$ cat src/rtl/bla_pkg.sv
package bla_pkg;
  // requester indices; the lower index wins a tie
  localparam int NUM_EXT = 2;
  localparam int IDX_HOLD = 0;
  localparam int IDX_DMA  = 1;

  typedef enum logic [1:0] {
    SRC_NONE   = 2'd0,
    SRC_BITOP  = 2'd1,
    SRC_LOADLK = 2'd2
  } lock_src_e;

  typedef enum logic [1:0] {
    ST_CPU     = 2'd0,
    ST_DMA     = 2'd1,
    ST_HOLD    = 2'd2,
    ST_RELEASE = 2'd3
  } bus_state_e;

  // keep only the lowest set bit of the pending vector
  function automatic logic [NUM_EXT-1:0] pick_winner(input logic [NUM_EXT-1:0] pend);
    return pend & (~pend + 1'b1);
  endfunction

  // next lock source from the instruction strobes
  function automatic lock_src_e next_src(input lock_src_e cur, input logic bstart,
                                         input logic bdone, input logic ld,
                                         input logic unl);
    lock_src_e n;
    n = cur;
    if (unl) n = SRC_NONE;
    else if (bdone && cur == SRC_BITOP) n = SRC_NONE;
    if (ld) n = SRC_LOADLK;
    else if (bstart && n != SRC_LOADLK) n = SRC_BITOP;
    return n;
  endfunction
endpackage

$ cat src/rtl/bla_lock_unit.sv
module bla_lock_unit
  import bla_pkg::*;
(
  input  logic clk,
  input  logic rst_n,
  input  logic bitop_start,
  input  logic bitop_done,
  input  logic lockld,
  input  logic unlock,
  output logic lock_q,
  output logic lock_eff,
  output logic lock_by_load
);
  lock_src_e src_q, src_d;

  always_comb src_d = next_src(src_q, bitop_start, bitop_done, lockld, unlock);

  always_ff @(posedge clk or negedge rst_n) begin
    if (!rst_n) src_q <= SRC_NONE;
    else        src_q <= src_d;
  end

  assign lock_q       = (src_q != SRC_NONE);
  assign lock_by_load = (src_q == SRC_LOADLK);
  // a strobe in this cycle already counts against a grant decision
  assign lock_eff     = lock_q | lockld | bitop_start;
endmodule

$ cat src/rtl/bla_req_pick.sv
module bla_req_pick
  import bla_pkg::*;
#(
  parameter int N = NUM_EXT
) (
  input  logic [N-1:0] pend,
  output logic [N-1:0] win,
  output logic         any
);
  assign win = pick_winner(pend);
  assign any = |pend;
endmodule

$ cat src/rtl/bla_grant_fsm.sv
module bla_grant_fsm
  import bla_pkg::*;
(
  input  logic               clk,
  input  logic               rst_n,
  input  logic               grant_ok,
  input  logic [NUM_EXT-1:0] pend,
  input  logic [NUM_EXT-1:0] win,
  output bus_state_e         state,
  output logic               grant_fire
);
  bus_state_e state_d;

  always_comb begin
    state_d    = state;
    grant_fire = 1'b0;
    case (state)
      ST_CPU: begin
        if (grant_ok && win[IDX_HOLD]) begin
          state_d    = ST_HOLD;
          grant_fire = 1'b1;
        end else if (grant_ok && win[IDX_DMA]) begin
          state_d    = ST_DMA;
          grant_fire = 1'b1;
        end
      end
      ST_HOLD:    if (!pend[IDX_HOLD]) state_d = ST_RELEASE;
      ST_DMA:     if (!pend[IDX_DMA])  state_d = ST_RELEASE;
      default:    state_d = ST_CPU;
    endcase
  end

  always_ff @(posedge clk or negedge rst_n) begin
    if (!rst_n) state <= ST_CPU;
    else        state <= state_d;
  end
endmodule

$ cat src/rtl/bus_lock_arbiter.sv
module bus_lock_arbiter
  import bla_pkg::*;
(
  input  logic clk,
  input  logic rst_n,
  input  logic bitop_start,
  input  logic bitop_done,
  input  logic lockld,
  input  logic unlock,
  input  logic cpu_busy,
  input  logic dma_req,
  input  logic hold_req_n,
  output logic dma_gnt,
  output logic hold_ack_n,
  output logic cpu_bus_en
);
  logic               lock_q, lock_eff, lock_by_load;
  logic [NUM_EXT-1:0] pend, win;
  logic               any_pend, grant_ok, grant_fire;
  bus_state_e         state;

  bla_lock_unit u_lock (
    .clk, .rst_n, .bitop_start, .bitop_done, .lockld, .unlock,
    .lock_q, .lock_eff, .lock_by_load
  );

  always_comb begin
    pend           = '0;
    pend[IDX_HOLD] = ~hold_req_n;
    pend[IDX_DMA]  = dma_req;
  end

  bla_req_pick #(.N(NUM_EXT)) u_pick (.pend(pend), .win(win), .any(any_pend));

  assign grant_ok = any_pend & ~lock_eff & ~cpu_busy;

  bla_grant_fsm u_fsm (
    .clk, .rst_n, .grant_ok, .pend, .win, .state, .grant_fire
  );

  assign dma_gnt    = (state == ST_DMA);
  assign hold_ack_n = (state != ST_HOLD);
  assign cpu_bus_en = (state == ST_CPU);
endmodule

$ cat config.mk
export PLATFORM = sky130hd
export DESIGN_NAME = bus_lock_arbiter
export DESIGN_NICKNAME = d
export VERILOG_FILES = /design/src/rtl/bla_pkg.sv /design/src/rtl/bla_lock_unit.sv /design/src/rtl/bla_req_pick.sv /design/src/rtl/bla_grant_fsm.sv /design/src/rtl/bus_lock_arbiter.sv
export SDC_FILE = /design/constraint.sdc
export NUM_CORES = 1
export LEC_CHECK = 0
export BUFFER_PORTS_ARGS = -buffer_cell sky130_fd_sc_hd__clkbuf_2
export CELL_PAD_IN_SITES_DETAIL_PLACEMENT = 1
export CELL_PAD_IN_SITES_GLOBAL_PLACEMENT = 1
export CORE_AREA = 2 2 39 41
export DETAILED_ROUTE_END_ITERATION = 8
export DIE_AREA = 0 0 41 43
export HOLD_SLACK_MARGIN = 0.08
export PLACE_DENSITY = 0.66
export RECOVER_POWER = 25
export SYNTH_ARGS = -nofsm -noshare
export SYNTH_HDL_FRONTEND = slang
export SYNTH_SLANG_ARGS = --single-unit
$ cat constraint.sdc
create_clock -name clk -period 4.4 [get_ports clk]
set_input_delay 0.22 -clock clk [delete_from_list [all_inputs] [get_ports clk]]
set_output_delay 0.22 -clock clk [all_outputs]
set_load 0.02 [all_outputs]
==> results of run 1 <==
-- what timing repair did --
item,in CTS,in global routing
gates resized for setup,0,0
endpoints found under the hold margin,4,0
hold buffers,1,0
-- metrics by stage --
step           utilization, %  cell area (µm²)  power, W  hold WS (ns)  cells
2_1_floorplan               -              287  0.000160       -0.0756     31
3_3_place_gp             26.1              362  0.000199        0.0300     58
3_5_place_dp             26.1              362  0.000202        0.0317     58
4_1_cts                  28.5              394  0.000249         0.187     62
5_1_grt                  28.4              393  0.000275         0.186     62
6_report                 28.4              393  0.000239         0.196     62
-- placed cells by master (no fill, tap or decap), drive strengths merged --
cell / instances
nand2: 1
dlygate4sd3: 1
inv: 6
mux2: 2
ha: 4
clkbuf: 14
nand2b: 2
nor3: 1
a21oi: 2
a31oi: 1
a32oi: 1
a221o: 1
dfrtp: 4
nor2: 4
or2: 1
a41oi: 1
-- report_power, final --
group / leakage (nW) / total, W / switching [W] / internal, W
registers: 0.0480 / 0.0000597 / 0.0000107 / 0.0000490
logic: 0.143 / 0.000136 / 0.0000756 / 0.0000603
clock network: 0.0138 / 0.0000435 / 0.0000131 / 0.0000304
-- worst min-delay path by stage --
stage | start | slack (ns) | end
after global routing | lockld | 0.19 | u_lock.src_q[0]$_DFF_PN0_
after global placement | rst_n | 0.03 | u_fsm.state[1]$_DFFE_PN0P_
after floorplan | rst_n | -0.08 | u_fsm.state[0]$_DFFE_PN0P_
after detailed placement | rst_n | 0.03 | u_fsm.state[1]$_DFFE_PN0P_
final | lockld | 0.20 | u_lock.src_q[0]$_DFF_PN0_
after CTS | lockld | 0.19 | u_lock.src_q[0]$_DFF_PN0_
-- cell families after synthesis --
logic type / count (synthesis)
simple gates: 9
compound gates: 6
buf+inv: 6
fa+ha+maj: 4
flops: 4
mux: 2
-- area by class of cell --
type / instances / area, µm²
Clock buffer: 3 / 22.5
Inverter: 6 / 22.5
Fill cell: 168 / 991
Tap cell: 16 / 20.0
Sequential cell: 4 / 100
Timing Repair Buffer: 12 / 63.8
Multi-Input combinational cell: 21 / 164
-- worst max-delay path, cell delays in order (launching register included) --
cell and delay, ns:
dfrtp_1 0.38, inv_1 0.08, ha_1 0.24, inv_1 0.07
a31oi_1 0.03, a221o_1 0.30, mux2_1 0.32
-- per-layer routing --
metal	wire, µm	up-vias
met4	0	0
met5	0	-
li1	-	136
met1	262	119
met3	36	0
met2	307	7
-- sequential cells by signal, summed over array words and instances (netlist names) --
register      flops
u_lock.src_q      2
u_fsm.state       2
==> reports/qor.txt, run 1 <==
status: complete, no violations
detailed placement HPWL: 532 µm
DRT Pass-1 Iters: 2
Synth top area share: 34.9%
Top Ports: 12
CP Launch Type: flop
Final Hold Fails: 0
Mean Syn Cell Area: 9.24 µm²
Slew headroom: 85.6%
clock skew: 0.00189 ns
Critical Path AT: 1.66 ns
crit share post-route: 35.2%
worst-path maximum fanout: 4
fmax: 645 MHz
CP endpoint: u_fsm.state[0]$_DFFE_PN0P_
synth unique cells: 14
clk slew on worst S/H paths: 0.04 ns
r2r setup slk: 2.85 ns
Worst-Skew Late Latency: 0.23 ns
Post-synth EDFFs: 0
Syn Nets: 44
final setup margin: 2.85 ns
max_cap viols: 0
fin crit period: 1.55 ns
vias per cell: 4.23
Critical R2R Launch: u_fsm.state[0]$_DFFE_PN0P_
RSZ-0062 raised after global routing: no
layout cells sized above 1: 30.4%
total grt overflow: 0
number of slew-limit violations in the final report: 0
Worst R2R Path Depth: 6
final setup violating endpoints: 0
setup total negative slack: 0 ns
num rows: 14
sequential fraction of the synthesis area: 34.9%
CP Launch Point: u_fsm.state[0]$_DFFE_PN0P_
Initial Util: 20.7%
Placeable Area: 0.00138 mm²
Post-Syn Area: 287 µm²
Least-Margin Pin Slew: 0.216 ns
main combinational cell family by area after synthesis: adder cells
H-tree Lvls: 1
WHS Path Cells: 2
worst min path class: input pin to flop
synthesized instance count: 31
post-CTS setup buffer count: 0
gpl congestion: 0.723
vias in the first global route: 279
Synth Area in Adders: 17.5%
cell leakage power: 0.205 nW
post-synthesis mux area share: 7.86%
register bit count reported by yosys: 4
maximum vdd ir drop: 0.185 mV
Avg WL per Cell: 9.77 µm
post-synthesis xor/xnor area fraction: 0%
RR Endpoint: u_fsm.state[0]$_DFFE_PN0P_
met1 usage: 8.85%
Synth area leader: dfrtp_1
simple-gate area share of the yosys netlist: 16.6%
met3 Use GR: 4.71%
via count: 262
Placement Setup Slack: 2.83 ns
Synth area leaders: dfrtp_1 35%, ha_1 17%, inv_1 7.9%
YS warnings: 0
critical path type: flop to flop
drt total wl: 606 µm
root buffer cell: clkbuf_4
Die Ht: 43 µm
Compound-Gate Fraction of Synth Area: 15.3%
Area growth, synth to finish: 37.1%
count leader, synth: inv_1
nets: 61
endpoint class of the critical path: flop
initial antenna violation count: 0
GR peak layer: met2
Post-synth ARST share: 100%
Inserted Diodes: 0
die footprint: 0.00176 mm²
met2 global-route usage: 14.4%
most frequent cells after synthesis: 6 x inv_1, 4 x dfrtp_1, 4 x ha_1, 4 x nor2_1
antenna-violating nets left: 0
CTS Buf Count: 3
Pwr Density: 608 mW/mm²
GR Util All Layers: 9.49%
Critical Path RT: 4.51 ns
largest net degree at the start of global routing: 5
Initial DRC Count: 2
Synth Flop Type: dfrtp_1
Port Buffers: 11
first-pass GRT wire length: 1060 µm
DRC errors left: 0
clock buffer depth: 2
clock tree from TritonCTS: done
Chip Width: 41 µm
CTS Sinks: 4
Power figures use the tool's default switching activity.
==> inputs of run 2 (changes only) <==
==> constraint.sdc (replaced) <==
create_clock -name clk -period 1.55 [get_ports clk]
set_input_delay 0.0775 -clock clk [delete_from_list [all_inputs] [get_ports clk]]
set_output_delay 0.0775 -clock clk [all_outputs]
set_load 0.02 [all_outputs]
==> reports/qor.txt, run 2 (same netlist as run 1, synthesis figures left out) <==
final setup margin: 0.0661 ns (-2.78 ns)
DRT Pass-1 Iters: 2 (unchanged)
die footprint: 0.00176 mm² (unchanged)
Placement Setup Slack: 0.0187 ns (-2.81 ns)
crit share post-route: 95.7% (+60 points)
total grt overflow: 0 (unchanged)
Post-Layout Cell Count: 64 (+3.2%)
fin crit period: 1.48 ns (-0.0664 ns)
clock skew: 0.0000924 ns (-0.00180 ns)
Slew headroom: 86.7% (+1.0 points)
initial antenna violation count: 0 (unchanged)
largest net degree at the start of global routing: 5 (unchanged)
nets: 63 (+3.3%)
detailed placement HPWL: 529 µm (-0.64%)
Critical Path RT: 1.66 ns (-2.85 ns)
Placeable Area: 0.00138 mm² (unchanged)
worst-path maximum fanout: 4 (unchanged)
CP Launch Type: flop
H-tree Lvls: 1 (unchanged)
FILL cells: 159 (-5.4%)
CTS Sinks: 4 (unchanged)
Worst-Skew Late Latency: 0.23 ns (about the same)
worst min path class: input pin to async pin
Final Hold Fails: 0 (unchanged)
clk slew on worst S/H paths: 0.03 ns (about the same)
Inserted Diodes: 0 (unchanged)
first-pass GRT wire length: 993 µm (-5.9%)
Avg WL per Cell: 10.5 µm (+7.1%)
maximum vdd ir drop: 0.682 mV (+270%)
Largest regs: u_fsm.state (2), u_lock.src_q (2)
Initial Util: 20.7% (unchanged)
Worst R2R Path Depth: 6 (unchanged)
Least-Margin Pin Slew: 0.200 ns (-0.0156 ns)
final setup violating endpoints: 0 (unchanged)
placed instance area: 369 µm² (+2.1%)
endpoint class of the critical path: flop
most common cell after layout, fill and taps aside: clkbuf_2
fmax: 674 MHz (+4.5%)
via count: 279 (+6.5%)
critical path type: flop to flop
DRC errors left: 0 (unchanged)
Area growth, synth to finish: 54.1%
Tot Pwr: 0.000833 W (+250%)
vias in the first global route: 278 (-0.36%)
layout cells sized above 1: 43.8% (+13 points)
Chip Width: 41 µm (unchanged)
Die Ht: 43 µm (unchanged)
final instance area: 442 µm² (+12%)
cell leakage power: 0.223 nW (+8.5%)
clock tree from TritonCTS: done
root buffer cell: clkbuf_4
Port Buffers: 11 (unchanged)
Initial DRC Count: 2 (unchanged)
drt total wl: 670 µm (+11%)
Top Ports: 12 (unchanged)
status: complete, no violations
CTS Buf Count: 3 (unchanged)
number of slew-limit violations in the final report: 0 (unchanged)
Pwr Density: 1890 mW/mm² (+210%)
gpl congestion: 0.724 (+0.11%)
clock buffer depth: 2 (unchanged)
Critical Path AT: 1.59 ns (-0.07 ns)
antenna-violating nets left: 0 (unchanged)
GR Util All Layers: 8.48% (-1.0 points)
most frequent cells in the layout: 9 x clkbuf_2, 4 x inv_1, 4 x nor2_1, 4 x dfrtp_1, 3 x clkbuf_4
placed cells: 59 (+1.7%)
setup total negative slack: 0 ns (unchanged)
max_cap viols: 0 (unchanged)
vias per cell: 4.36 (+3.2%)
num rows: 14 (unchanged)
[run 2: changes by cell type in the layout (fill, tap and decap cells not counted)]
cell and change:
buf_4 +2, clkbuf_2 -1, ha_4 +1, ha_1 -2
mux2_1 -2, mux2_4 +2, inv_1 -2, ha_2 +1
nor3_2 -1, nor3_4 +1, dlygate4sd3_1 +1, inv_2 +2
[run 2: final cells by class]
cell class	count	area, µm²	share of cell area [%]
clock buffers	3	22.5	5.10
inverters	6	22.5	5.10
multi-input cells	21	193	43.6
flip-flops and latches	4	100	22.7
well taps	16	20.0	4.53
repair buffers	14	83.8	19.0
[run 2: metal layers]
layer	up-vias	routed length, µm	track usage [%]
met4	0	0	8.00
met5	-	0	0
met3	0	34	1.57
li1	141	-	-
met2	7	354	13.1
met1	131	281	8.85
[run 2: power breakdown]
group / leakage [nW] / switching, W / internal (W)
Combinational: 0.161 / 0.000255 / 0.000277
Sequential: 0.0480 / 0.0000391 / 0.000139
Clock: 0.0138 / 0.0000373 / 0.0000862
[run 2: path summary, 6_finish.rpt]
check                                            from                         end  slack (ns)
max                        u_fsm.state[0]$_DFFE_PN0P_  u_fsm.state[1]$_DFFE_PN0P_        0.07
min                                             rst_n   u_lock.src_q[0]$_DFF_PN0_        0.20
max reg2reg                u_fsm.state[0]$_DFFE_PN0P_  u_fsm.state[1]$_DFFE_PN0P_        0.07
min reg2reg                u_fsm.state[1]$_DFFE_PN0P_  u_fsm.state[1]$_DFFE_PN0P_        0.60
max in group asynchronous                       rst_n   u_lock.src_q[1]$_DFF_PN0_        1.18
min in group clk                          bitop_start   u_lock.src_q[0]$_DFF_PN0_        0.22
[run 2: through the flow]
step	hold WS, ns	util, %
6_report	0.199	31.9
4_1_cts	0.170	29.7
3_3_place_gp	-0.113	26.7
2_1_floorplan	-0.218	-
5_1_grt	0.212	31.9
3_5_place_dp	-0.114	26.7
[run 2: critical path: stages (launching register included)]
cell and delay, ns:
dfrtp_1 0.41, inv_2 0.08, ha_4 0.16, inv_1 0.04
a31oi_1 0.04, a221o_1 0.32, mux2_4 0.31
[run 2: timing repair]
item | CTS | global route
gates resized for setup | 0 | 8
endpoints found under the hold margin | 5 | 0
hold buffers | 2 | 0
endpoints found under the setup margin | 0 | 2
setup buffers | 0 | 1
